==> src/rtl/i2c_unstick_pkg.sv <==
package i2c_unstick_pkg;

    typedef enum logic [2:0] {
        RS_IDLE,
        RS_WAIT_GNT,
        RS_SCL_LO,
        RS_SCL_HI,
        RS_STOP_A,
        RS_STOP_B,
        RS_STOP_C
    } rs_state_e;

    typedef struct packed {
        rs_state_e st;
        logic      via_pulse;
        logic      done;
        logic      tmo;
    } rs_regs_t;

endpackage

==> src/rtl/i2c_unstick_sync.sv <==
module i2c_unstick_sync #(
    parameter int STAGES = 2,
    parameter int WIDTH  = 2
) (
    input  logic             clk,
    input  logic             rst_n,
    input  logic [WIDTH-1:0] async_in,
    output logic [WIDTH-1:0] sync_out
);
    logic [WIDTH-1:0] stage_q [STAGES];

    genvar g;
    generate
        for (g = 0; g < STAGES; g++) begin : g_stage
            always_ff @(posedge clk or negedge rst_n) begin
                if (!rst_n) begin
                    stage_q[g] <= '1;
                end else if (g == 0) begin
                    stage_q[g] <= async_in;
                end else begin
                    stage_q[g] <= stage_q[(g > 0) ? g-1 : 0];
                end
            end
        end
    endgenerate

    assign sync_out = stage_q[STAGES-1];
endmodule

==> src/rtl/i2c_unstick_cnt.sv <==
module i2c_unstick_cnt #(
    parameter int MAX_PULSES = 8,
    localparam int CW = $clog2(MAX_PULSES + 1)
) (
    input  logic clk,
    input  logic rst_n,
    input  logic clr,
    input  logic inc,
    output logic last
);
    logic [CW-1:0] cnt_d, cnt_q;

    always_comb begin
        cnt_d = cnt_q;
        if (clr) begin
            cnt_d = '0;
        end else if (inc) begin
            cnt_d = cnt_q + 1'b1;
        end
    end

    always_ff @(posedge clk or negedge rst_n) begin
        if (!rst_n) cnt_q <= '0;
        else        cnt_q <= cnt_d;
    end

    assign last = (cnt_q == CW'(MAX_PULSES - 1));
endmodule

==> src/rtl/i2c_unstick_seq.sv <==
module i2c_unstick_seq
    import i2c_unstick_pkg::*;
(
    input  logic clk,
    input  logic rst_n,
    input  logic tick,
    input  logic go,
    input  logic scl_s,
    input  logic sda_s,
    input  logic grant,
    input  logic cnt_last,
    output logic cnt_inc,
    output logic cnt_clr,
    output logic req,
    output logic scl_pull,
    output logic sda_pull,
    output logic busy,
    output logic done,
    output logic tmo
);
    rs_regs_t r_d, r_q;

    always_comb begin
        r_d      = r_q;
        r_d.done = 1'b0;
        r_d.tmo  = 1'b0;
        cnt_inc  = 1'b0;
        unique case (r_q.st)
            RS_IDLE: begin
                if (go) begin
                    if (sda_s && scl_s) begin
                        r_d.done = 1'b1;
                    end else begin
                        r_d.st        = RS_WAIT_GNT;
                        r_d.via_pulse = !sda_s;
                    end
                end
            end
            RS_WAIT_GNT: begin
                if (grant) r_d.st = r_q.via_pulse ? RS_SCL_LO : RS_STOP_A;
            end
            RS_SCL_LO: begin
                if (tick) r_d.st = RS_SCL_HI;
            end
            RS_SCL_HI: begin
                if (tick) begin
                    if (sda_s) begin
                        r_d.st = RS_STOP_A;
                    end else if (cnt_last) begin
                        r_d.st  = RS_IDLE;
                        r_d.tmo = 1'b1;
                    end else begin
                        r_d.st  = RS_SCL_LO;
                        cnt_inc = 1'b1;
                    end
                end
            end
            RS_STOP_A: begin
                if (tick) r_d.st = RS_STOP_B;
            end
            RS_STOP_B: begin
                if (tick) r_d.st = RS_STOP_C;
            end
            RS_STOP_C: begin
                if (tick) begin
                    r_d.st   = RS_IDLE;
                    r_d.done = 1'b1;
                end
            end
            default: r_d.st = RS_IDLE;
        endcase
    end

    always_ff @(posedge clk or negedge rst_n) begin
        if (!rst_n) r_q <= '{st: RS_IDLE, via_pulse: 1'b0, done: 1'b0, tmo: 1'b0};
        else        r_q <= r_d;
    end

    assign busy     = (r_q.st != RS_IDLE);
    assign req      = busy;
    assign cnt_clr  = !busy;
    assign scl_pull = (r_q.st == RS_SCL_LO) || (r_q.st == RS_STOP_A) || (r_q.st == RS_STOP_B);
    assign sda_pull = (r_q.st == RS_STOP_B) || (r_q.st == RS_STOP_C);
    assign done     = r_q.done;
    assign tmo      = r_q.tmo;
endmodule

==> src/rtl/i2c_unstick.sv <==
module i2c_unstick #(
    parameter int MAX_PULSES  = 8,
    parameter int SYNC_STAGES = 2
) (
    input  logic clk,
    input  logic rst_n,
    input  logic tick,
    input  logic recover_cmd,
    input  logic scl_in,
    input  logic sda_in,
    input  logic line_grant,
    input  logic mst_cmd_in,
    output logic line_req,
    output logic scl_pull,
    output logic sda_pull,
    output logic busy,
    output logic recover_done,
    output logic sda_timeout,
    output logic mst_cmd_out
);
    logic [1:0] lines_s;
    logic       cnt_inc, cnt_clr, cnt_last;

    i2c_unstick_sync #(.STAGES(SYNC_STAGES), .WIDTH(2)) u_sync (
        .clk      (clk),
        .rst_n    (rst_n),
        .async_in ({scl_in, sda_in}),
        .sync_out (lines_s)
    );

    i2c_unstick_cnt #(.MAX_PULSES(MAX_PULSES)) u_cnt (
        .clk   (clk),
        .rst_n (rst_n),
        .clr   (cnt_clr),
        .inc   (cnt_inc),
        .last  (cnt_last)
    );

    i2c_unstick_seq u_seq (
        .clk      (clk),
        .rst_n    (rst_n),
        .tick     (tick),
        .go       (recover_cmd),
        .scl_s    (lines_s[1]),
        .sda_s    (lines_s[0]),
        .grant    (line_grant),
        .cnt_last (cnt_last),
        .cnt_inc  (cnt_inc),
        .cnt_clr  (cnt_clr),
        .req      (line_req),
        .scl_pull (scl_pull),
        .sda_pull (sda_pull),
        .busy     (busy),
        .done     (recover_done),
        .tmo      (sda_timeout)
    );

    assign mst_cmd_out = mst_cmd_in && !busy;
endmodule

==> config.mk <==
export PLATFORM = sky130hd
export DESIGN_NAME = i2c_unstick
export DESIGN_NICKNAME = d
export VERILOG_FILES = /design/src/rtl/i2c_unstick_pkg.sv /design/src/rtl/i2c_unstick_sync.sv /design/src/rtl/i2c_unstick_cnt.sv /design/src/rtl/i2c_unstick_seq.sv /design/src/rtl/i2c_unstick.sv
export SDC_FILE = /design/constraint.sdc
export NUM_CORES = 1
export LEC_CHECK = 0
export ABC_AREA = 1
export BUFFER_PORTS_ARGS = -buffer_cell sky130_fd_sc_hd__buf_4
export CAP_MARGIN = 40
export CORE_MARGIN = 1.5
export CORE_UTILIZATION = 56
export CTS_CLUSTER_SIZE = 10
export DETAILED_ROUTE_END_ITERATION = 10
export PLACE_DENSITY = 0.85
export SLEW_MARGIN = 10
export SYNTH_ARGS = -nofsm -noshare
export SYNTH_HDL_FRONTEND = slang
export SYNTH_SLANG_ARGS = --single-unit
==> constraint.sdc <==
create_clock -name clk -period 2.5 [get_ports clk]
set_clock_uncertainty 0.15 [all_clocks]
set_input_delay 0.375 -clock clk [delete_from_list [all_inputs] [get_ports clk]]
set_output_delay 0.375 -clock clk [all_outputs]
set_load 0.02 [all_outputs]
After elaboration in Yosys (flattened, before gate mapping):

Cells that the tools add are included.

* flip-flop bits (word level): 14
* bits of input ports: 8
* output and inout port bits: 7
* logic and storage cells: 61

* add/subtract/negate cells: 1
* eq/ne operators: 16
* multiplexer cells: 25
* bitwise gates (word level): 1
* reduce and logical (&&, ||, !) cells: 11

Operators with widths (number)
* $mux 3: 8
* $pmux 3 s7: 1
* $ne 2x2->1 const B: 9
* $mux 4: 3
* $mux 1: 10
* $eq 3x3->1 const B: 3
* $reduce_and 8->1: 1
* $eq 3x2->1 const B: 2
* $mux 5: 1
* $add 4x1->4 const B: 1
* $eq 4x3->1 const B: 1
* $eq 3x1->1 const B: 1
* $logic_not 3->1: 1
* $logic_or 1x1->1: 3
* $reduce_and 3->1: 1
* $reduce_bool 3->1: 1
* $logic_and 1x1->1: 2
* $logic_not 1->1: 2
* $mux 2: 1
* $pmux 1 s2: 1
* $not 1->1: 1

Longest topological paths before layout:

Gate-level depths: netlist (run 1).

* word-level depth: 7
* depth in mapped cells: 8
* mapped depth without buffers: 7

By module:

Synthesis (run 1) repeated with hierarchy kept, for this count alone.

* cells, all modules: 97
* area, all modules: 772.0 µm²

Modules (own cells, without submodules)
* i2c_unstick_seq: instances 1, cells an instance 64, area an instance 434.2 µm², sequential area each 150.1 µm²
* i2c_unstick_cnt: instances 1, cells an instance 25, area an instance 207.7 µm², sequential area each 100.1 µm²
* i2c_unstick_sync: instances 1, cells an instance 6, area an instance 120.1 µm², sequential area each 105.1 µm²
* i2c_unstick: instances 1, cells an instance 2, area an instance 10.0 µm², sequential area each 0.0 µm²

Worst setup path before layout (run 1):

Ideal clock, no wire load.

* path type: reg2out
* start: register u_seq.r_q[4] (netlist bit)
* end: output port mst_cmd_out
* arrival: 1184 ps
* data required time: 1975 ps
* setup slack: 791 ps
* stages on the path, launching flop included: 5
* path buffers: 1
* path through: dfrtp_1 > buf_6 > nor2_2 > nand2_2 > nor2_1

* longest elaborated chain between the ends: 3

RTL lines
* start: declaration: RTL line i2c_unstick_seq.sv:21 `rs_regs_t r_d, r_q;`
* start signal: assignment: RTL line i2c_unstick_seq.sv:75 `if (!rst_n) r_q <= '{st: RS_IDLE, via_pulse: 1'b0, done: 1'b0, tmo: 1'b0};`
* start signal: assignment: RTL line i2c_unstick_seq.sv:76 `else r_q <= r_d;`
* $reduce_bool 3->1: RTL line i2c_unstick_seq.sv:79 `assign busy = (r_q.st != RS_IDLE);`
* net busy: RTL line i2c_unstick.sv:16 `output logic busy,`
* $logic_not 1->1
* $logic_and 1x1->1: RTL line i2c_unstick.sv:58 `assign mst_cmd_out = mst_cmd_in && !busy;`
* end: declaration: RTL line i2c_unstick.sv:19 `output logic mst_cmd_out`

The timed path passes the listed nets, and every way through them passes these cells.

Final worst setup path (run 1):

* start: register u_seq.r_q[4] (netlist bit)
* end: output port mst_cmd_out

* longest elaborated chain between the ends: 3

RTL lines (RTL line)
* $reduce_bool 3->1: i2c_unstick_seq.sv:79
* $logic_not 1->1
* $logic_and 1x1->1: i2c_unstick.sv:58

No other way between the ends.

==> results of run 1 <==
[where the power goes]
group          internal, mW  total (mW)  switching [mW]
clock                0.0886       0.163          0.0748
combinational         0.165       0.469           0.304
sequential            0.268       0.327          0.0586
total                 0.522       0.959           0.438
[critical path: stages (launching register included)]
cell	delay (ns)
dfrtp_1	0.49
nor2_2	0.23
nand2_2	0.17
nor2_1	0.14
buf_4	0.16
[cells by family after synthesis]
group / count (synthesis) / synth area share
adders and majority gates: 1 / 0.0163
AOI/OAI and AO/OA: 4 / 0.0309
and+or+nand+nor: 66 / 0.397
buffers and inverters: 14 / 0.0829
DFF: 14 / 0.462
xor gates and xnor gates: 1 / 0.0114
[layer usage]
metal  GRT usage  wire (um)
met3      0.0667         94
met2       0.399        811
met5           0          0
met1       0.278        682
met4       0.155         10
[layout make-up]
type / instances / share of cell area
clock buffers: 4 / 0.0394
inverters: 12 / 0.0489
multi-input cells: 72 / 0.380
flip-flops and latches: 14 / 0.386
repair buffers: 15 / 0.125
well taps: 15 / 0.0204
[state kept, by name, summed over array words and instances, names as in the netlist]
name             cells
u_cnt.cnt_q          4
u_seq.done           1
u_seq.r_q            4
u_seq.tmo            1
u_sync.stage_q       2
u_sync.sync_out      2
[metrics by stage]
stage / hold slack, ns / power [mW] / cells / instance area, sq um / utilization
after detailed placement: 0.0819 / 0.793 / 127 / 875 / 0.681
after floorplan: -0.0706 / 0.664 / 100 / 769 / -
final: 0.0447 / 0.959 / 132 / 921 / 0.717
after global routing: 0.0278 / 1.04 / 132 / 921 / 0.717
after CTS: 0.0389 / 0.960 / 132 / 921 / 0.717
after global placement: 0.0805 / 0.776 / 127 / 875 / 0.681
[cell usage in the layout (no fill, tap or decap)]
cell / count
nand3_2: 1
o21ai_0: 1
clkbuf_4: 3
clkbuf_8: 1
nand3_1: 17
dlygate4sd3_1: 1
nor2_4: 1
nor2_1: 3
ha_1: 1
buf_4: 14
nand2_2: 2
xor2_1: 1
dfrtp_1: 10
o21ai_1: 1
a21oi_1: 1
dfstp_2: 4
nor2_2: 3
nand2_1: 34
nor3_1: 2
nand4_1: 3
inv_1: 11
inv_2: 1
o32ai_1: 1
[worst min-delay path by stage]
| stage | cells past startpoint | slack (ns) | end |
|---|---|---|---|
| 3_3_place_gp | 1 | 0.08 | u_seq.tmo |
| 3_5_place_dp | 1 | 0.08 | u_seq.done |
| 4_1_cts | 1 | 0.04 | u_sync.stage_q[2] |
| 6_report | 1 | 0.04 | u_sync.stage_q[2] |
| 2_1_floorplan | 0 | -0.07 | u_cnt.cnt_q[0] |
| 5_1_grt | 1 | 0.03 | u_sync.stage_q[3] |
[timing repair]
item	4_1_cts	5_1_grt
hold buffers	1	0
setup endpoints to repair	0	0
hold endpoints to repair	14	0
==> results.py, run 1 <==
metrics = {
    "pwr": {
        "peakVddDrop_v": 0.000761,
        "p_per_area_mw_per_mm2": 1040,
        "p_leak_nw": 0.503,
    },
    "timing": {
        "rsz0062_at_grt": "no",
        "finalCriticalPeriod_ns": 2.00,
        "setup_viol": 0,
        "slew_headroom": 0.808,
        "setup_slack_ns": 0.501,
        "hold_viol_final": 0,
        "tightest_slew_ns": 0.286,
        "tns_ns": 0,
        "fmax_mhz": 500,
        "maxSlewViolCount": 0,
        "timing.final.crit_share": 0.800,
    },
    "routing": {
        "routed_wl_um": 1600,
        "drtIter0Drc": 28,
        "dr.pass1.iters": 5,
        "num_vias": 716,
        "ant_nets": 0,
        "via_per_inst": 5.42,
        "drc_errors": 0,
        "wl_per_cell_um": 12.1,
    },
    "synth": {
        "synth.largest_area_cell": "dfrtp_1",
        "netlist_area_sq_um": 769,
        "synth-seq-cells": 14,
        "ys_seq_area_frac": 0.462,
        "yosysWarnings": 0,
        "synth_top_area_frac": 0.325,
        "synth_ff_type": "dfrtp_1",
        "synth_common_cells": "nand2_1, nand3_1, inv_1, dfrtp_1, dfstp_2",
        "ys_types": 21,
        "avgSynthCellArea_sq_um": 7.69,
        "synthesis.nets": 109,
        "synth.area.top_cells": "dfrtp_1, nand2_1, dfstp_2",
        "synth_cells": 100,
        "synth.most_common_cell": "nand2_1",
        "async_flop_share": 1.00,
        "synth-edff-count": 0,
    },
    "floorplan": {
        "rows": 13,
        "io_pins": 15,
        "die_y_um": 40.1,
        "start_util": 0.599,
        "core_sq_mm": 0.00128,
        "die_w_um": 40.1,
        "die_area_sq_mm": 0.00161,
    },
    "clock_network": {
        "cts-htree-levels": 1,
        "cts_tree": "done",
        "clk_pin_slew_ns": 0.09,
        "cts-root-buf": "clkbuf_4",
        "post_cts_buffers": 0,
        "numClockSinks": 14,
        "insertion_delay_ns": 0.28,
        "clock_path_buffers": 2,
        "numCtsBuffers": 3,
        "ctsResizeCount": 0,
    },
    "worst_setup_path": {
        "critPathArrivalTime_ns": 1.47,
        "startpoint": "u_seq.r_q[4]",
        "r2r-end": "u_cnt.cnt_q[3]",
        "critPathCaptureType": "output port",
        "worst-endpoint-required_ns": 1.98,
        "crit_end": "mst_cmd_out",
        "r2r-start": "u_cnt.cnt_q[0]",
        "path_max_fanout": 11,
        "worst-r2r-cell-count": 6,
        "startpoint_type": "flip-flop",
        "reg2reg_setup_slack_ns": 1.04,
        "worstSetupPathType": "flip-flop to output port",
    },
    "place": {
        "post-place-ws_ns": 0.805,
        "gp_congestion": 0.985,
        "hpwl_um": 1210,
        "numPortBuffers": 14,
    },
    "finish": {
        "syn_to_final_growth_pct": 19.7,
        "multi_input_comb_area_sq_um": 350,
        "regArea_sq_um": 355,
        "drive_gt1_frac": 0.256,
        "diodes": 0,
        "nets": 127,
        "fillerInstances": 101,
    },
    "global_routing": {
        "grt_max_degree": 15,
        "grt_util_all_layers": 0.244,
        "overflow": 0,
        "grt_pass1_wl_um": 2470,
        "grt_pass1_vias": 630,
        "antenna_found_initial": 0,
    },
    "hold_path": {
        "hp-class": "primary input to flip-flop",
        "worstHoldStart": "sda_in",
    },
    "flow_run": {
        "cap_violations": 0,
    },
    "run_status": {
        "status": "completed",
    },
}
Note: power is estimated with default switching activity, not from simulation.
==> run 2, diff against run 1 <==
ABC_AREA = 0   (was 1)
CORE_UTILIZATION = 46   (was 56)
PLACE_DENSITY = 0.75   (was 0.85)
clock period = 1.6 ns   (was 2.5 ns; I/O delays follow)
==> results.py, run 2 <==
metrics = {
    "hold_path": {
        "worstHoldStart": "recover_cmd",
        "hp-class": "primary input to flip-flop",
    },
    "pwr": {
        "p_leak_nw": 0.564,
        "p_comb_frac": 0.651,
        "p_seq_frac": 0.231,
        "power_switching_mw": 0.911,
        "swShare": 0.405,
        "p_int_mw": 1.34,
        "total_power_mw": 2.25,
        "clkPwrFrac": 0.117,
        "peakVddDrop_v": 0.00130,
        "p_per_area_mw_per_mm2": 1770,
    },
    "worst_setup_path": {
        "critPathCaptureType": "output port",
        "worst-endpoint-required_ns": 1.21,
        "path_max_fanout": 4,
        "startpoint_type": "flip-flop",
        "r2r-start": "u_seq.r_q[4]",
        "worstSetupPathType": "flip-flop to output port",
        "cp_common_cell": "buf_6",
        "critPathArrivalTime_ns": 1.35,
        "critPathMaxStageDelay_ns": 0.45,
        "cp_cell_sequence": "buf_6 -> nand2b_1 -> o21ai_4 -> buf_6",
        "cpMaxStageDelayCell": "dfrtp_2",
        "startpoint": "u_seq.r_q[4]",
    },
    "timing": {
        "tightest_slew_ns": 0.312,
        "setup_viol": 9,
        "maxSlewViolCount": 0,
        "setup_slack_ns": -0.144,
        "slew_headroom": 0.792,
        "finalCriticalPeriod_ns": 1.74,
        "hold_viol_final": 0,
        "fmax_mhz": 573,
        "rsz0062_at_grt": "yes",
        "timing.final.crit_share": 1.09,
    },
    "clock_network": {
        "cts-root-buf": "clkbuf_4",
        "insertion_delay_ns": 0.29,
        "cts_tree": "done",
        "clock_path_buffers": 2,
        "numClockSinks": 14,
        "clk_pin_slew_ns": 0.08,
        "numCtsBuffers": 3,
        "cts-htree-levels": 1,
    },
    "synth": {
        "synthesis.nets": 82,
        "synth_top_area_frac": 0.338,
        "synth.most_common_cell": "dfrtp_1",
        "async_flop_share": 1.00,
        "synth-edff-count": 0,
        "ys_types": 35,
        "ys_seq_area_frac": 0.480,
        "synth-seq-cells": 14,
        "avgSynthCellArea_sq_um": 10.1,
        "synth.largest_area_cell": "dfrtp_1",
        "netlist_area_sq_um": 741,
        "yosysWarnings": 0,
        "synth.area.top_cells": "dfrtp_1, dfstp_2, and2_1",
        "synth_ff_type": "dfrtp_1",
        "synth_cells": 73,
    },
    "global_routing": {
        "antenna_found_initial": 0,
        "grt_max_degree": 15,
        "grt_util_all_layers": 0.261,
        "grt_pass1_wl_um": 3440,
        "grt_pass1_vias": 794,
        "overflow": 0,
    },
    "floorplan": {
        "die_w_um": 43.1,
        "core_sq_mm": 0.00151,
        "io_pins": 15,
        "start_util": 0.492,
        "die_y_um": 43.1,
        "die_area_sq_mm": 0.00186,
        "rows": 14,
    },
    "finish": {
        "nets": 127,
        "final_util": 0.845,
        "finalNonFillerCells": 133,
        "final_common_cell": "buf_4",
        "syn_to_final_growth_pct": 71.8,
        "drive_gt1_frac": 0.615,
        "diodes": 0,
        "top_regs": "u_cnt.cnt_q x4, u_seq.r_q x4",
        "most-common-layout-cells": "buf_4, buf_6, dfrtp_1",
    },
    "routing": {
        "routed_wl_um": 2540,
        "ant_nets": 0,
        "drtIter0Drc": 26,
        "via_per_inst": 6.02,
        "drc_errors": 0,
        "wl_per_cell_um": 19.1,
        "dr.pass1.iters": 5,
        "num_vias": 800,
    },
    "flow_run": {
        "cap_violations": 0,
    },
    "place": {
        "numPortBuffers": 14,
        "dp_cells": 108,
        "hpwl_um": 1110,
        "gp_congestion": 0.818,
    },
    "run_status": {
        "violations": "negative setup slack",
        "status": "finished, violations left",
    },
}
==> run 2: cell types whose count changed after synthesis, moves of 3 or more <==
cell | previous run | this run
o21ai_1 | 1 | 4
buf_2 | 0 | 3
inv_1 | 11 | 1
nand2_1 | 34 | 3
nand2b_1 | 0 | 3
nand3_1 | 17 | 4
and2_1 | 0 | 4
nand4_1 | 3 | 0
==> run 2: kinds of logic after synthesis <==
| kind of cell | Yosys count | share of synthesized area |
|---|---|---|
| compound gates | 18 | 0.166 |
| xor+xnor | 3 | 0.0355 |
| fa+ha+maj | 1 | 0.0169 |
| buf+inv | 5 | 0.0355 |
| flops | 14 | 0.480 |
| mux | 1 | 0.0152 |
| simple gates | 31 | 0.252 |
==> run 2: stage by stage <==
stage / setup TNS [ns] / cell area (sq um) / hold WS, ns / setup slack, ns
6_report: -0.805 / 1270 / 0.0785 / -0.144
5_1_grt: -1.13 / 1270 / 0.0900 / -0.171
4_1_cts: -0.523 / 1140 / 0.0722 / -0.0963
3_5_place_dp: 0 / 913 / -0.0540 / 0.00469
3_3_place_gp: 0 / 913 / -0.0564 / 0.0232
2_1_floorplan: 0 / 743 / -0.206 / 0.00324
==> run 2: power by group through the flow <==
stage | Sequential, mW | Combinational (mW) | Clock (mW)
after floorplan | 0.484 | 0.528 | 0
after global placement | 0.499 | 0.789 | 0
after detailed placement | 0.498 | 0.797 | 0
after CTS | 0.509 | 1.14 | 0.269
after global routing | 0.525 | 1.54 | 0.284
final | 0.520 | 1.46 | 0.264
==> run 2: final cells by class <==
class	count	area, sq um
multi-input combinational	54	463
timing repair buffer	44	390
sequential	14	359
fill	72	234
clock buffer	4	36.3
tap	16	20.0
inverter	1	3.75
==> run 2: path summary, 6_finish.rpt <==
path	slack (ns)	end	cells past startpoint
setup / recovery	-0.14	scl_pull	4
hold / removal	0.08	u_seq.r_q[2]	3
setup reg to reg	-0.12	u_seq.r_q[4]	5
hold reg to reg	0.21	u_sync.sync_out[1]	0
max in group asynchronous	0.89	u_sync.sync_out[0]	2
min in group asynchronous	0.17	u_cnt.cnt_q[3]	2
==> run 2: worst max-delay path, delay by kind of cell, from the launching register on <==
kind | cells | cell delay [ns]
AO/OA/AOI/OAI | 1 | 0.11
buffers and inverters | 2 | 0.28
flip-flops | 1 | 0.45
AND/OR/NAND/NOR | 1 | 0.22
==> run 2: timing repair <==
action	CTS	global route
setup buffers	12	6
pin swaps	6	9
endpoints found under the setup margin	6	10
cloned	0	0
hold buffers	3	0
resized for setup	20	18
endpoints found under the hold margin	16	0
==> run 2: per-layer routing <==
layer  track usage  up-vias  share of wire
met4         0.279        0          0.046
met1         0.319      387           0.40
met5             0        -              0
met3        0.0468       14          0.073
li1              -      347              -
met2         0.361       52           0.48
==> run 3, diff against run 2 <==
CORE_UTILIZATION = 49   (was 46)
CTS_BUF_LIST = sky130_fd_sc_hd__clkbuf_4   (was not set)
GPL_ROUTABILITY_DRIVEN = 1   (was not set)
PLACE_DENSITY = 0.79   (was 0.75)
==> results.py, run 3 (same netlist as run 2, synthesis figures left out) <==
metrics = {
    "clock_network": {
        "numClockSinks": 14,
        "cts-htree-levels": 1,
        "numCtsBuffers": 3,
        "cts-root-buf": "clkbuf_4",
        "clk_pin_slew_ns": 0.09,
        "clock_path_buffers": 2,
        "insertion_delay_ns": 0.29,
        "cts_tree": "done",
    },
    "floorplan": {
        "die_y_um": 41.9,
        "start_util": 0.549,
        "rows": 13,
        "io_pins": 15,
        "core_sq_mm": 0.00135,
        "die_area_sq_mm": 0.00175,
        "die_w_um": 41.9,
    },
    "place": {
        "hpwl_um": 1170,
        "numPortBuffers": 14,
        "gp_congestion": 0.829,
    },
    "pwr": {
        "p_leak_nw": 0.568,
        "p_per_area_mw_per_mm2": 1840,
        "peakVddDrop_v": 0.00166,
        "total_power_mw": 2.30,
    },
    "worst_setup_path": {
        "path_max_fanout": 5,
        "cpMaxStageDelayCell": "dfrtp_2",
        "critPathArrivalTime_ns": 1.43,
        "critPathCaptureType": "output port",
        "cp_common_cell": "buf_6",
        "startpoint_type": "flip-flop",
        "cp_top_family": "flip-flops",
        "cp_cell_sequence": "buf_6 -> nor3_4 -> and2_4 -> buf_6",
        "critPathMaxStageDelay_ns": 0.45,
        "worstSetupPathType": "flip-flop to output port",
        "worst-path-buf-inv": 2,
        "worst-endpoint-required_ns": 1.21,
    },
    "run_status": {
        "violations": "negative setup slack",
        "status": "finished, violations left",
    },
    "finish": {
        "fillerInstances": 49,
        "top_regs": "u_cnt.cnt_q x4, u_seq.r_q x4",
        "diodes": 0,
        "drive_gt1_frac": 0.598,
        "final_common_cell": "buf_4",
        "syn_to_final_growth_pct": 69.3,
        "most-common-layout-cells": "buf_4, buf_6, dfrtp_1",
        "nets": 127,
    },
    "timing": {
        "hold_viol_final": 0,
        "fmax_mhz": 551,
        "tightest_slew_ns": 0.377,
        "finalCriticalPeriod_ns": 1.82,
        "setup_viol": 11,
        "setup_slack_ns": -0.217,
        "maxSlewViolCount": 0,
        "rsz0062_at_grt": "yes",
        "timing.final.crit_share": 1.14,
        "slew_headroom": 0.746,
        "tns_ns": -1.17,
    },
    "global_routing": {
        "grt_max_degree": 15,
        "grt_util_all_layers": 0.268,
        "antenna_found_initial": 0,
        "grt_pass1_wl_um": 3470,
        "grt_pass1_vias": 747,
        "overflow": 0,
    },
    "routing": {
        "routed_wl_um": 2980,
        "via_per_inst": 6.58,
        "ant_nets": 0,
        "dr.pass1.iters": 4,
        "drtIter0Drc": 27,
        "num_vias": 869,
        "wl_per_cell_um": 22.5,
        "drc_errors": 0,
    },
    "hold_path": {
        "hp-class": "primary input to flip-flop",
    },
    "flow_run": {
        "cap_violations": 0,
    },
}
-- run 3: layout make-up --
type,count,area [sq um],area share
Clock buffer,3,22.5,0.0180
Inverter,1,3.75,0.00299
Multi-Input combinational cell,54,450,0.359
Tap cell,15,18.8,0.0150
Clock inverter,1,3.75,0.00299
Timing Repair Buffer,44,395,0.315
Sequential cell,14,359,0.286
-- run 3: per-layer routing --
layer | GRT usage | share of wire
met4 | 0.116 | 0.057
met5 | 0 | 0
met3 | 0.126 | 0.087
met2 | 0.425 | 0.49
met1 | 0.306 | 0.37
-- run 3: final timing paths --
| check | start | end | slack [ns] | cells past startpoint |
|---|---|---|---|---|
| setup / recovery | u_seq.r_q[3] | mst_cmd_out | -0.22 | 4 |
| hold / removal | recover_cmd | u_seq.done | 0.11 | 3 |
| setup reg to reg | u_seq.r_q[3] | u_cnt.cnt_q[1] | -0.16 | 8 |
| hold reg to reg | u_sync.stage_q[2] | u_sync.sync_out[0] | 0.19 | 0 |
| max in group asynchronous | rst_n | u_sync.stage_q[3] | 0.87 | 2 |
| min in group asynchronous | rst_n | u_seq.done | 0.17 | 2 |
-- run 3: metrics by stage --
stage	setup slack, ns	cells	area, sq um	hold slack [ns]	utilization
after CTS	-0.148	125	1100	0.0915	0.815
after global routing	-0.284	132	1250	0.0845	0.929
after global placement	-0.0474	108	920	-0.0585	0.681
after floorplan	0.00324	73	743	-0.206	-
final	-0.217	132	1250	0.109	0.929
after detailed placement	-0.0474	108	920	-0.0555	0.681
-- run 3: tightest hold or removal path, cell delays in order --
cell	delay, ns
buf_4	0.13
nand4b_1	0.09
a21oi_1	0.07
-- run 3: power by group --
part           leakage (nW)  internal [mW]  switching [mW]
Combinational         0.381          0.819           0.754
Clock                0.0154         0.0908           0.115
Sequential            0.171          0.430          0.0915
-- run 3: timing repair --
action	in CTS	in global routing
gates resized for setup	11	24
pin swaps	7	11
setup buffers	10	7
hold endpoints to repair	16	0
setup endpoints to repair	7	11
hold buffers	3	0
